File: src/rtl/ect_pkg.sv
package ect_pkg;

    localparam int ADDR_W = 3;

    typedef enum logic [ADDR_W-1:0] {
        A_CTRL  = 3'd0,
        A_LOAD  = 3'd1,
        A_MATCH = 3'd2,
        A_MASK  = 3'd3,
        A_STAT  = 3'd4,
        A_COUNT = 3'd5,
        A_CAPT  = 3'd6,
        A_MSTAT = 3'd7
    } reg_addr_e;

    typedef enum logic [1:0] {
        EDGE_RISE = 2'b00,
        EDGE_FALL = 2'b01,
        EDGE_OFF  = 2'b10,
        EDGE_BOTH = 2'b11
    } edge_sel_e;

    typedef enum logic {
        MODE_COUNT = 1'b0,
        MODE_TIME  = 1'b1
    } tmr_mode_e;

    localparam int NUM_FLAGS = 2;   // bit 0 match, bit 1 capture

endpackage

File: src/rtl/ect_sync_edge.sv
module ect_sync_edge
    import ect_pkg::*;
#(
    parameter int STAGES = 2
) (
    input  logic      clk,
    input  logic      rst_n,
    input  logic      cap_in,
    input  edge_sel_e sel,
    output logic      evt
);

    localparam int PIPE_W = STAGES + 1;

    typedef struct packed {
        logic [PIPE_W-1:0] pipe;
    } sync_s;

    sync_s q, d;
    logic  cur, prev;

    always_comb begin
        d      = q;
        d.pipe = {q.pipe[PIPE_W-2:0], cap_in};
        cur    = q.pipe[STAGES-1];
        prev   = q.pipe[STAGES];
        unique case (sel)
            EDGE_RISE: evt = cur & ~prev;
            EDGE_FALL: evt = ~cur & prev;
            EDGE_BOTH: evt = cur ^ prev;
            default:   evt = 1'b0;
        endcase
    end

    always_ff @(posedge clk or negedge rst_n) begin
        if (!rst_n) begin
            q <= '0;
        end else begin
            q <= d;
        end
    end

endmodule

File: src/rtl/ect_regs.sv
module ect_regs
    import ect_pkg::*;
#(
    parameter int W = 16
) (
    input  logic                 clk,
    input  logic                 rst_n,
    input  logic                 wr_en,
    input  logic [ADDR_W-1:0]    wr_addr,
    input  logic [W-1:0]         wr_data,
    input  logic                 match_hit,
    input  logic                 cap_hit,
    output logic                 enable,
    output tmr_mode_e            mode,
    output edge_sel_e            esel,
    output logic [W-1:0]         load,
    output logic [W-1:0]         match,
    output logic [NUM_FLAGS-1:0] mask,
    output logic [NUM_FLAGS-1:0] status,
    output logic                 load_now,
    output logic                 irq
);

    typedef struct packed {
        logic                 en;
        tmr_mode_e            mode;
        edge_sel_e            esel;
        logic [W-1:0]         load;
        logic [W-1:0]         match;
        logic [NUM_FLAGS-1:0] mask;
        logic [NUM_FLAGS-1:0] status;
    } regs_s;

    regs_s                q, d;
    logic [NUM_FLAGS-1:0] clr;
    logic [NUM_FLAGS-1:0] set;

    always_comb begin
        d        = q;
        clr      = '0;
        load_now = 1'b0;
        set      = {cap_hit, match_hit};
        if (wr_en) begin
            unique case (reg_addr_e'(wr_addr))
                A_CTRL: begin
                    d.en   = wr_data[0];
                    d.mode = tmr_mode_e'(wr_data[1]);
                    d.esel = edge_sel_e'(wr_data[3:2]);
                end
                A_LOAD: begin
                    d.load   = wr_data;
                    load_now = ~q.en;
                end
                A_MATCH: d.match = wr_data;
                A_MASK:  d.mask  = wr_data[NUM_FLAGS-1:0];
                A_STAT:  clr     = wr_data[NUM_FLAGS-1:0];
                default: ;
            endcase
        end
        d.status = (q.status & ~clr) | set;
    end

    always_ff @(posedge clk or negedge rst_n) begin
        if (!rst_n) begin
            q.en     <= 1'b0;
            q.mode   <= MODE_COUNT;
            q.esel   <= EDGE_RISE;
            q.load   <= '1;
            q.match  <= '0;
            q.mask   <= '0;
            q.status <= '0;
        end else begin
            q <= d;
        end
    end

    assign enable = q.en;
    assign mode   = q.mode;
    assign esel   = q.esel;
    assign load   = q.load;
    assign match  = q.match;
    assign mask   = q.mask;
    assign status = q.status;
    assign irq    = |(q.status & q.mask);

endmodule

File: src/rtl/ect_counter.sv
module ect_counter
    import ect_pkg::*;
#(
    parameter int W = 16
) (
    input  logic         clk,
    input  logic         rst_n,
    input  logic         enable,
    input  tmr_mode_e    mode,
    input  logic         evt,
    input  logic [W-1:0] load,
    input  logic [W-1:0] match,
    input  logic         load_now,
    input  logic [W-1:0] load_val,
    output logic [W-1:0] count,
    output logic [W-1:0] capture,
    output logic         match_hit,
    output logic         cap_hit
);

    localparam logic [W-1:0] ONE = {{(W-1){1'b0}}, 1'b1};

    typedef struct packed {
        logic [W-1:0] count;
        logic [W-1:0] capture;
    } cnt_s;

    cnt_s         q, d;
    logic [W-1:0] dec;

    always_comb begin
        d         = q;
        match_hit = 1'b0;
        cap_hit   = 1'b0;
        dec       = q.count - ONE;
        if (load_now) begin
            d.count = load_val;
        end else if (enable) begin
            if (mode == MODE_COUNT) begin
                if (evt) begin
                    if (dec == match) begin
                        d.count   = load;
                        match_hit = 1'b1;
                    end else begin
                        d.count = dec;
                    end
                end
            end else begin
                d.count = (q.count == '0) ? load : dec;
                if (evt) begin
                    d.capture = q.count;
                    cap_hit   = 1'b1;
                end
            end
        end
    end

    always_ff @(posedge clk or negedge rst_n) begin
        if (!rst_n) begin
            q.count   <= '1;
            q.capture <= '0;
        end else begin
            q <= d;
        end
    end

    assign count   = q.count;
    assign capture = q.capture;

endmodule

File: src/rtl/edge_cnt_timer.sv
module edge_cnt_timer
    import ect_pkg::*;
#(
    parameter int W           = 16,
    parameter int SYNC_STAGES = 2
) (
    input  logic              clk,
    input  logic              rst_n,
    input  logic              wr_en,
    input  logic [ADDR_W-1:0] wr_addr,
    input  logic [W-1:0]      wr_data,
    input  logic [ADDR_W-1:0] rd_addr,
    output logic [W-1:0]      rd_data,
    input  logic              cap_in,
    output logic              irq
);

    localparam int PAD = W - NUM_FLAGS;

    logic                 en_w;
    tmr_mode_e            mode_w;
    edge_sel_e            esel_w;
    logic [W-1:0]         load_w;
    logic [W-1:0]         match_w;
    logic [NUM_FLAGS-1:0] mask_w;
    logic [NUM_FLAGS-1:0] status_w;
    logic                 load_now_w;
    logic                 evt_w;
    logic [W-1:0]         count_w;
    logic [W-1:0]         capt_w;
    logic                 hit_w;
    logic                 caphit_w;

    ect_sync_edge #(.STAGES(SYNC_STAGES)) u_sync (
        .clk    (clk),
        .rst_n  (rst_n),
        .cap_in (cap_in),
        .sel    (esel_w),
        .evt    (evt_w)
    );

    ect_regs #(.W(W)) u_regs (
        .clk       (clk),
        .rst_n     (rst_n),
        .wr_en     (wr_en),
        .wr_addr   (wr_addr),
        .wr_data   (wr_data),
        .match_hit (hit_w),
        .cap_hit   (caphit_w),
        .enable    (en_w),
        .mode      (mode_w),
        .esel      (esel_w),
        .load      (load_w),
        .match     (match_w),
        .mask      (mask_w),
        .status    (status_w),
        .load_now  (load_now_w),
        .irq       (irq)
    );

    ect_counter #(.W(W)) u_cnt (
        .clk       (clk),
        .rst_n     (rst_n),
        .enable    (en_w),
        .mode      (mode_w),
        .evt       (evt_w),
        .load      (load_w),
        .match     (match_w),
        .load_now  (load_now_w),
        .load_val  (wr_data),
        .count     (count_w),
        .capture   (capt_w),
        .match_hit (hit_w),
        .cap_hit   (caphit_w)
    );

    always_comb begin
        rd_data = '0;
        unique case (reg_addr_e'(rd_addr))
            A_CTRL:  rd_data = {{(W-4){1'b0}}, esel_w, mode_w, en_w};
            A_LOAD:  rd_data = load_w;
            A_MATCH: rd_data = match_w;
            A_MASK:  rd_data = {{PAD{1'b0}}, mask_w};
            A_STAT:  rd_data = {{PAD{1'b0}}, status_w};
            A_COUNT: rd_data = count_w;
            A_CAPT:  rd_data = capt_w;
            A_MSTAT: rd_data = {{PAD{1'b0}}, status_w & mask_w};
            default: rd_data = '0;
        endcase
    end

endmodule

File: config.mk
export PLATFORM = sky130hd
export DESIGN_NAME = edge_cnt_timer
export DESIGN_NICKNAME = d
export VERILOG_FILES = /design/src/rtl/ect_pkg.sv /design/src/rtl/ect_sync_edge.sv /design/src/rtl/ect_regs.sv /design/src/rtl/ect_counter.sv /design/src/rtl/edge_cnt_timer.sv
export SDC_FILE = /design/constraint.sdc
export NUM_CORES = 1
export LEC_CHECK = 0
export ABC_AREA = 1
export BUFFER_PORTS_ARGS = -buffer_cell sky130_fd_sc_hd__buf_2
export CORE_ASPECT_RATIO = 0.9
export CORE_MARGIN = 4
export CORE_UTILIZATION = 55
export DETAILED_ROUTE_END_ITERATION = 8
export PLACE_DENSITY_LB_ADDON = 0.2
export REMOVE_ABC_BUFFERS = 1
export SLEW_MARGIN = 20
export SYNTH_ARGS = -nofsm -noshare
export SYNTH_HDL_FRONTEND = slang
export SYNTH_SLANG_ARGS = --single-unit
File: constraint.sdc
create_clock -name clk -period 5.5 [get_ports clk]
set_clock_uncertainty 0.1 [all_clocks]
set_input_delay 1.1 -clock clk [delete_from_list [all_inputs] [get_ports clk]]
set_output_delay 1.1 -clock clk [all_outputs]
set_load 0.02 [all_outputs]
# Yosys cells after proc, flatten, opt, wreduce, memory -nomap -nowiden
# Cells that the tools add are included.
# totals
wordCells,72
out_inout_bits,17
ff_bits,75
inputBits,26
# op_classes
mux,23
n_bitwise,11
n_eq_ne,14
n_addsub,1
reduce_logical,13
# ops
op,n
$pmux 16 s8,1
$mux 16,7
$mux 32,1
$eq 16x16->1,1
$logic_not 16->1,1
$sub 16x1->16 const B,1
$eq 3x3->1 const B,5
$eq 3x2->1 const B,4
$mux 1,11
$reduce_and 2->1,5
$eq 3x1->1 const B,2
$logic_not 3->1,2
$and 2x2->2,2
$mux 2,2
$not 1->1,4
$reduce_and 4->1,1
$pmux 1 s3,1
$reduce_bool 3->1,1
$and 1x1->1,2
$eq 2x1->1 const B,1
$eq 2x2->1 const B,1
$logic_not 2->1,1
$not 2->2,1
$or 2x2->2,1
other kinds (3),3

# Longest topological paths before layout
# Gate-level depths: netlist (run 1).
# logic_depth
ltp_word,8
mapped_depth,18
ltp_nobuf,17

# By module
# A second synthesis (run 1) with hierarchy kept.
# hier_totals
cells_unflattened,791
area_unflattened_um2,5311.3
# by_module_without_submodules
mod,area_per_inst_um2,seq_area_each_um2,cells_per_inst,n_inst
ect_counter,2772.7,820.8,458,1
ect_regs,1724.2,1021.0,188,1
edge_cnt_timer,676.9,0.0,131,1
ect_sync_edge,137.6,75.1,14,1

# Worst setup path before layout (run 1)
# No wires, ideal clock.
# synth_timing
kind,input port to output port
startpoint,in rd_addr[1]
endpoint,out rd_data[2]
arrival_ns,2.202
stages,9
path_buffers,1
setup_slack_ns,2.098
t_required_ns,4.300
path_cell_list,inv_1 nor2_1 inv_1 nor2_1 inv_1 clkbuf_1 o22ai_1 a221oi_1 nand2_1
# synth_via
elab_chain_cells,2
word_cells_on_any_way,9
cone_classes,7 x eq/ne; 1 x mux; 1 x reduce/logical
# synth_lines
item,line,source
"start, declared",edge_cnt_timer.sv:12,"input logic [ADDR_W-1:0] rd_addr,"
$eq 3x3->1 (tied with other cells),edge_cnt_timer.sv:79,unique case (reg_addr_e'(rd_addr))
$pmux 16 s8 *,edge_cnt_timer.sv:79,
"end, declared",edge_cnt_timer.sv:13,"output logic [W-1:0] rd_data,"
# Mark *: on every way between the ends. The rest lies on a longest branch, timed or not.

# Worst setup path in the final report (run 1)
# Same ends and word-level chain as after synthesis.

==> results_dict.tcl, run 1 <==
set metrics [dict create \
    seqPwrFrac 0.385 \
    critPathKind "in2out" \
    die_w_um 107 \
    leakage_uw 0.00267 \
    gr-total-overflow 0 \
    area_growth_syn_to_layout_pct 11.5 \
    preCtsSetupSlack_ns 1.68 \
    p_clk_frac 0.207 \
    clock_path_buffers 2 \
    period_minus_slack_ns 3.89 \
    maxSlewHeadroom 0.353 \
    cp_max_fo 14 \
    drv_slew 0 \
    synth.largest_area_cell "dfrtp_1" \
    drt_first_pass_iters 6 \
    grt_pass1_vias 4771 \
    yosysWarnings 0 \
    cp_cell_sequence "buf_2 > inv_1 > nor2_1 > inv_1 > nor2_1 > inv_1 > o22ai_1 > a221oi_1 > nand2_1 > buf_2" \
    cts.sinks 75 \
    synth_edf_count 0 \
    critPathArrivalTime_ns 2.69 \
    hold_slack_ns 0.254 \
    fin_nets 742 \
    synthArstFlopShare 1.00 \
    drc_errors 0 \
    cts_tree "yes" \
    rsz0062_at_grt "false" \
    yosysTopAreaCellShare 0.222 \
    place_hpwl_um 9620 \
    post_dp_cell_area_sq_um 5160 \
    fp-row-count 32 \
    synth_seq_cells 75 \
    layout.area.seq_sq_um 1920 \
    gp_congestion 0.901 \
    slowest_delay_ns 0.47 \
    fmax_mhz 257 \
    fp.dieH_um 97.1 \
    yosys-top-cells-area "dfrtp_1 22%, dfstp_2 17%, nand2_1 13%, inv_1 6.8%, o21ai_0 6.8%" \
    worst_slack_ns 1.61 \
    tns_ns 0 \
    postLayoutCellArea_sq_um 5410 \
    wl_per_cell_um 17.5 \
    power.switching_uw 1140 \
    avgViaCountPerCell 5.79 \
    die_area_sq_um 10400 \
    pin_count 43 \
    tightestPinTransition_ns 0.970 \
    grt_max_degree 76 \
    drive_above_1_share 0.202 \
    synth.most_common_cell "nand2_1" \
    core_sq_um 8570 \
    cp.required_ns 4.30 \
    hold_class "reg2reg" \
    powerDensity_nw_per_um2 482 \
    avgSynthCellArea_sq_um 7.18 \
    cts_resized 0 \
    pwr-share-comb 0.408 \
    ant_nets 0 \
    fill_cells 795 \
    seq_area_frac_synth 0.395 \
    synth_common_cells "165 x nand2_1, 88 x inv_1, 66 x o21ai_0" \
    netlist_area_sq_um 4850 \
    cpMaxStageDelayCell "inv_1" \
    h-tree-depth 3 \
    n_antenna_cell 0 \
    cts_hold_buf 0 \
    outcome "complete, no violations" \
    grt_pass1_wl_um 23700 \
    io_buffer_count 42 \
    finalCritPeriodShare 0.707 \
    cts_root_buf "clkbuf_8" \
    synthCells 676 \
    setup_viol_count_final 0 \
    cts_setup_buffers 0 \
    numCtsBuffers 9 \
    synthFlopType "dfrtp_1" \
    clkLatencyLatePin_ns 0.36 \
    intPower_uw 1470 \
    ir_drop_mv 0.231 \
    grt_usage 0.289 \
    first_iter_violations 466 \
    cpMostUsedCell "inv_1" \
    vias 4846 \
    routed_wl_um 14600 \
    end_kind "primary output" \
    start_util 0.566 \
    clk_pin_slew_ns 0.09 \
    hold_viol 0 \
    swShare 0.437 \
    total_power_uw 2610 \
    multi_input_area_sq_um 2480 \
    antenna_found_initial 0 \
    drv_cap 0 \
    synth_cell_types 38 \
    cp-start-kind "primary input" \
]
-- critical path, delay by kind of cell --
| family | cells | cell delay, ns |
|---|---|---|
| AO/OA/AOI/OAI | 2 | 0.42 |
| buffers and inverters | 5 | 0.97 |
| AND/OR/NAND/NOR | 3 | 0.19 |
-- cell type report --
class | instances | area share
Timing Repair Buffer | 49 | 0.0490
Tap cell | 119 | 0.0275
Multi-Input combinational cell | 486 | 0.459
Clock buffer | 9 | 0.0229
Inverter | 92 | 0.0638
Clock inverter | 7 | 0.0229
Sequential cell | 75 | 0.354
-- stage by stage --
step,cells,utilization
5_1_grt,837,0.631
4_1_cts,837,0.631
3_5_place_dp,821,0.602
3_3_place_gp,821,0.602
6_report,837,0.631
2_1_floorplan,653,-
-- logic make-up (layout without fill, tap and decap cells) --
| family | after synthesis | in the layout | share of synthesized area |
|---|---|---|---|
| xor+xnor | 2 | 2 | 0.00361 |
| simple gates | 313 | 313 | 0.292 |
| flops | 75 | 75 | 0.395 |
| fa+ha+maj | 3 | 3 | 0.00774 |
| compound gates | 167 | 167 | 0.205 |
| buf+inv | 115 | 157 | 0.0944 |
| mux | 1 | 1 | 0.00232 |
-- routing by layer --
layer  wire length (um)  global-route usage  up-vias
met4                353               0.106        0
li1                   -                   -     2301
met5                  0                   0        -
met3               1410              0.0831       49
met2               6740               0.452      236
met1               6130               0.381     2260
-- power by group through the flow --
stage / Clock (uW) / Sequential [uW] / Combinational [uW]
floorplan: 0 / 937 / 804
global placement: 0 / 995 / 1010
detailed placement: 0 / 1000 / 1040
CTS: 541 / 996 / 1050
global route: 567 / 1030 / 1200
finish: 540 / 1000 / 1060
-- final timing paths --
| path | cells after the start | slack (ns) | end | start |
|---|---|---|---|---|
| setup / recovery | 10 | 1.61 | rd_data[2] | rd_addr[1] |
| hold reg to reg | 0 | 0.25 | u_sync.q[1]$_DFF_PN0_ | u_sync.q[0]$_DFF_PN0_ |
| min in group asynchronous | 1 | 0.79 | u_regs.match[3]$_DFFE_PN0P_ | rst_n |
| setup reg to reg | 16 | 2.54 | u_cnt.count[9]$_DFFE_PN1P_ | u_cnt.count[0]$_DFFE_PN1P_ |
| max in group asynchronous | 1 | 3.89 | u_regs.match[13]$_DFFE_PN0P_ | rst_n |
| hold / removal | 0 | 0.25 | u_sync.q[1]$_DFF_PN0_ | u_sync.q[0]$_DFF_PN0_ |
-- cell usage in the layout (no fill, tap or decap), types with 3 or more instances in the layout --
cell type / netlist / routed
a21oi_1: 48 / 48
nor2_8: 3 / 3
dfrtp_1: 43 / 43
inv_2: 4 / 4
bufinv_16: 0 / 3
nor2_1: 54 / 53
buf_4: 0 / 8
o21ai_1: 5 / 5
clkbuf_8: 0 / 9
o22ai_1: 15 / 15
nor2_2: 8 / 8
ha_1: 3 / 3
buf_2: 3 / 41
nand3_1: 61 / 61
o21ai_0: 66 / 66
nand2_1: 165 / 165
nand2_2: 11 / 11
a21oi_2: 10 / 10
dfstp_2: 32 / 32
o221ai_1: 3 / 3
inv_1: 88 / 88
nor2_4: 2 / 3
a221o_1: 11 / 11
-- flip-flops by register name (all words and copies together), names as in the netlist, 2 cells and up --
register,flops
u_cnt.capture,16
u_cnt.count,16
u_regs.esel,2
u_regs.load,16
u_regs.mask,2
u_regs.match,16
u_regs.status,2
u_sync.q,3
No activity file was read; power rests on OpenSTA's default activity.
==> run 2, diff against run 1 <==
--- a/config.mk
+++ b/config.mk
@@ -9,7 +9,7 @@
 export BUFFER_PORTS_ARGS = -buffer_cell sky130_fd_sc_hd__buf_2
 export CORE_ASPECT_RATIO = 0.9
 export CORE_MARGIN = 4
-export CORE_UTILIZATION = 55
+export CORE_UTILIZATION = 54
 export DETAILED_ROUTE_END_ITERATION = 8
 export PLACE_DENSITY_LB_ADDON = 0.2
 export REMOVE_ABC_BUFFERS = 1
==> constraint.sdc (replaced) <==
create_clock -name clk -period 3.55 [get_ports clk]
set_clock_uncertainty 0.1 [all_clocks]
set_input_delay 0.71 -clock clk [delete_from_list [all_inputs] [get_ports clk]]
set_output_delay 0.71 -clock clk [all_outputs]
set_load 0.02 [all_outputs]
==> run 2 against run 1 <==
Effect of this change:
- worst setup slack lost 1.1 ns
- clock-buffer cell count grew 1
- register-to-register slack lost 1.8 ns
- first-iteration DRC count shrank 12%
- non-clock buffer count grew 7
- sequential power grew 56%
- cell count grew 0.84%
- via count grew 0.10%
- highest routed layer unchanged
- critical path depth is the same
- critical path type unchanged
- clock power grew 23%
==> results_dict.tcl, run 2 (synthesized netlist as in run 1, its figures left out) <==
set metrics [dict create \
    finalCritPeriodShare 0.850 \
    setup_viol_count_final 0 \
    clock_path_buffers 2 \
    maxSlewHeadroom 0.381 \
    numCtsBuffers 9 \
    hold_path_startpoint "u_sync.q[0]$_DFF_PN0_" \
    timing.rr.start "u_cnt.count[0]$_DFFE_PN1P_" \
    cp_max_fo 9 \
    fin_nets 749 \
    cp_top_family "buffers and inverters" \
    cpMostUsedCell "inv_1" \
    r2r-end "u_cnt.count[3]$_DFFE_PN1P_" \
    start_util 0.561 \
    ant_nets 0 \
    whs_path_depth 0 \
    cp_cell_sequence "buf_2 > inv_1 > nor2_1 > inv_1 > nor2_1 > inv_1 > buf_4 > o22ai_1 > a221o_1 > buf_2" \
    postLayoutCellArea_sq_um 5400 \
    slowest_delay_ns 0.33 \
    cpMaxStageDelayCell "inv_1" \
    antenna_found_initial 0 \
    layout_commonest_cell "nand2_1" \
    fmax_mhz 331 \
    clk_pin_slew_ns 0.08 \
    wl_per_cell_um 16.9 \
    fill_cells 808 \
    core_sq_um 8650 \
    cp-start-kind "primary input" \
    drv_slew 0 \
    layout_common_cells "165 x nand2_1, 88 x inv_1, 66 x o21ai_0" \
    area_growth_syn_to_layout_pct 11.3 \
    cts_resized 0 \
    gr-total-overflow 0 \
    grt_pass1_wl_um 23500 \
    drv_cap 0 \
    place_hpwl_um 9920 \
    cp_num_buf_inv 6 \
    reg2regPathDepth 16 \
    worst_slack_ns 0.531 \
    rsz0062_at_grt "false" \
    grt_pass1_vias 4661 \
    grt_max_degree 76 \
    fp.dieH_um 97.9 \
    end_kind "primary output" \
    cts_tree "yes" \
    cts.sinks 75 \
    drc_errors 0 \
    clkLatencyLatePin_ns 0.36 \
    hold_class "reg2reg" \
    preCtsSetupSlack_ns 0.568 \
    period_minus_slack_ns 3.02 \
    io_buffer_count 42 \
    cp.required_ns 2.74 \
    gp_congestion 0.938 \
    grt_usage 0.282 \
    h-tree-depth 3 \
    regToRegSetupSlack_ns 0.70 \
    outcome "complete, no violations" \
    fp-row-count 32 \
    routed_wl_um 14300 \
    cts_root_buf "clkbuf_8" \
    cts_setup_buffers 0 \
    total_power_uw 3860 \
    post_dp_cell_area_sq_um 5210 \
    leakage_uw 0.00267 \
    powerDensity_nw_per_um2 715 \
    vias 4851 \
    drive_above_1_share 0.208 \
    tightestPinTransition_ns 0.929 \
    final_util 0.625 \
    min_to "u_sync.q[1]$_DFF_PN0_" \
    tns_ns 0 \
    die_area_sq_um 10600 \
    path_depth 10 \
    pin_count 43 \
    critPathKind "in2out" \
    first_iter_violations 409 \
    cts_hold_buf 0 \
    hold_viol 0 \
    ir_drop_mv 0.386 \
    n_antenna_cell 0 \
    avgViaCountPerCell 5.75 \
    die_w_um 108 \
    layout.area.seq_sq_um 1920 \
    multi_input_area_sq_um 2480 \
    drt_first_pass_iters 6 \
    critPathArrivalTime_ns 2.21 \
]
[run 2: cell type report]
class | count | area share
Clock buffer | 10 | 0.0236
Clock inverter | 6 | 0.0123
Multi-Input combinational cell | 486 | 0.459
Sequential cell | 75 | 0.355
Inverter | 92 | 0.0639
Tap cell | 119 | 0.0276
Timing Repair Buffer | 56 | 0.0588
[run 2: worst max path at each step]
stage,start,to,slack [ns]
floorplan,wr_addr[0],u_cnt.count[14]$_DFFE_PN1P_,0.67
global placement,rd_addr[1],rd_data[11],0.63
detailed placement,rd_addr[1],rd_data[8],0.57
CTS,rd_addr[1],rd_data[8],0.57
global route,rd_addr[1],rd_data[8],0.43
finish,rd_addr[1],rd_data[8],0.53
[run 2: per-stage QoR]
step	cells	hold WS (ns)
2_1_floorplan	653	0.231
3_3_place_gp	828	0.235
3_5_place_dp	828	0.243
4_1_cts	844	0.270
5_1_grt	844	0.284
6_report	844	0.266
[run 2: worst register-to-register path, cell delays in order, from the launching register on]
cell,delay (ns)
dfstp_2,0.59
inv_2,0.11
ha_1,0.28
nand2_2,0.17
nor2_8,0.06
nand2_1,0.10
nand2_1,0.07
nand3b_1,0.08
nand2_1,0.06
nor2_1,0.11
nand2_2,0.11
nor2_8,0.29
nand2_4,0.25
nand2_1,0.15
o21ai_2,0.06
o21ai_1,0.15
nand2_1,0.07
[run 2: where the power goes]
| group | switching (uW) | internal [uW] |
|---|---|---|
| sequential | 324 | 1230 |
| clock | 338 | 324 |
| combinational | 1070 | 575 |
[run 2: per-layer routing]
| layer | part of all wire | track usage | vias up |
|---|---|---|---|
| met5 | 0 | 0 | - |
| met4 | 0.021 | 0.0874 | 0 |
| met3 | 0.094 | 0.0562 | 37 |
| met2 | 0.44 | 0.443 | 238 |
| met1 | 0.44 | 0.395 | 2262 |
| li1 | - | - | 2314 |
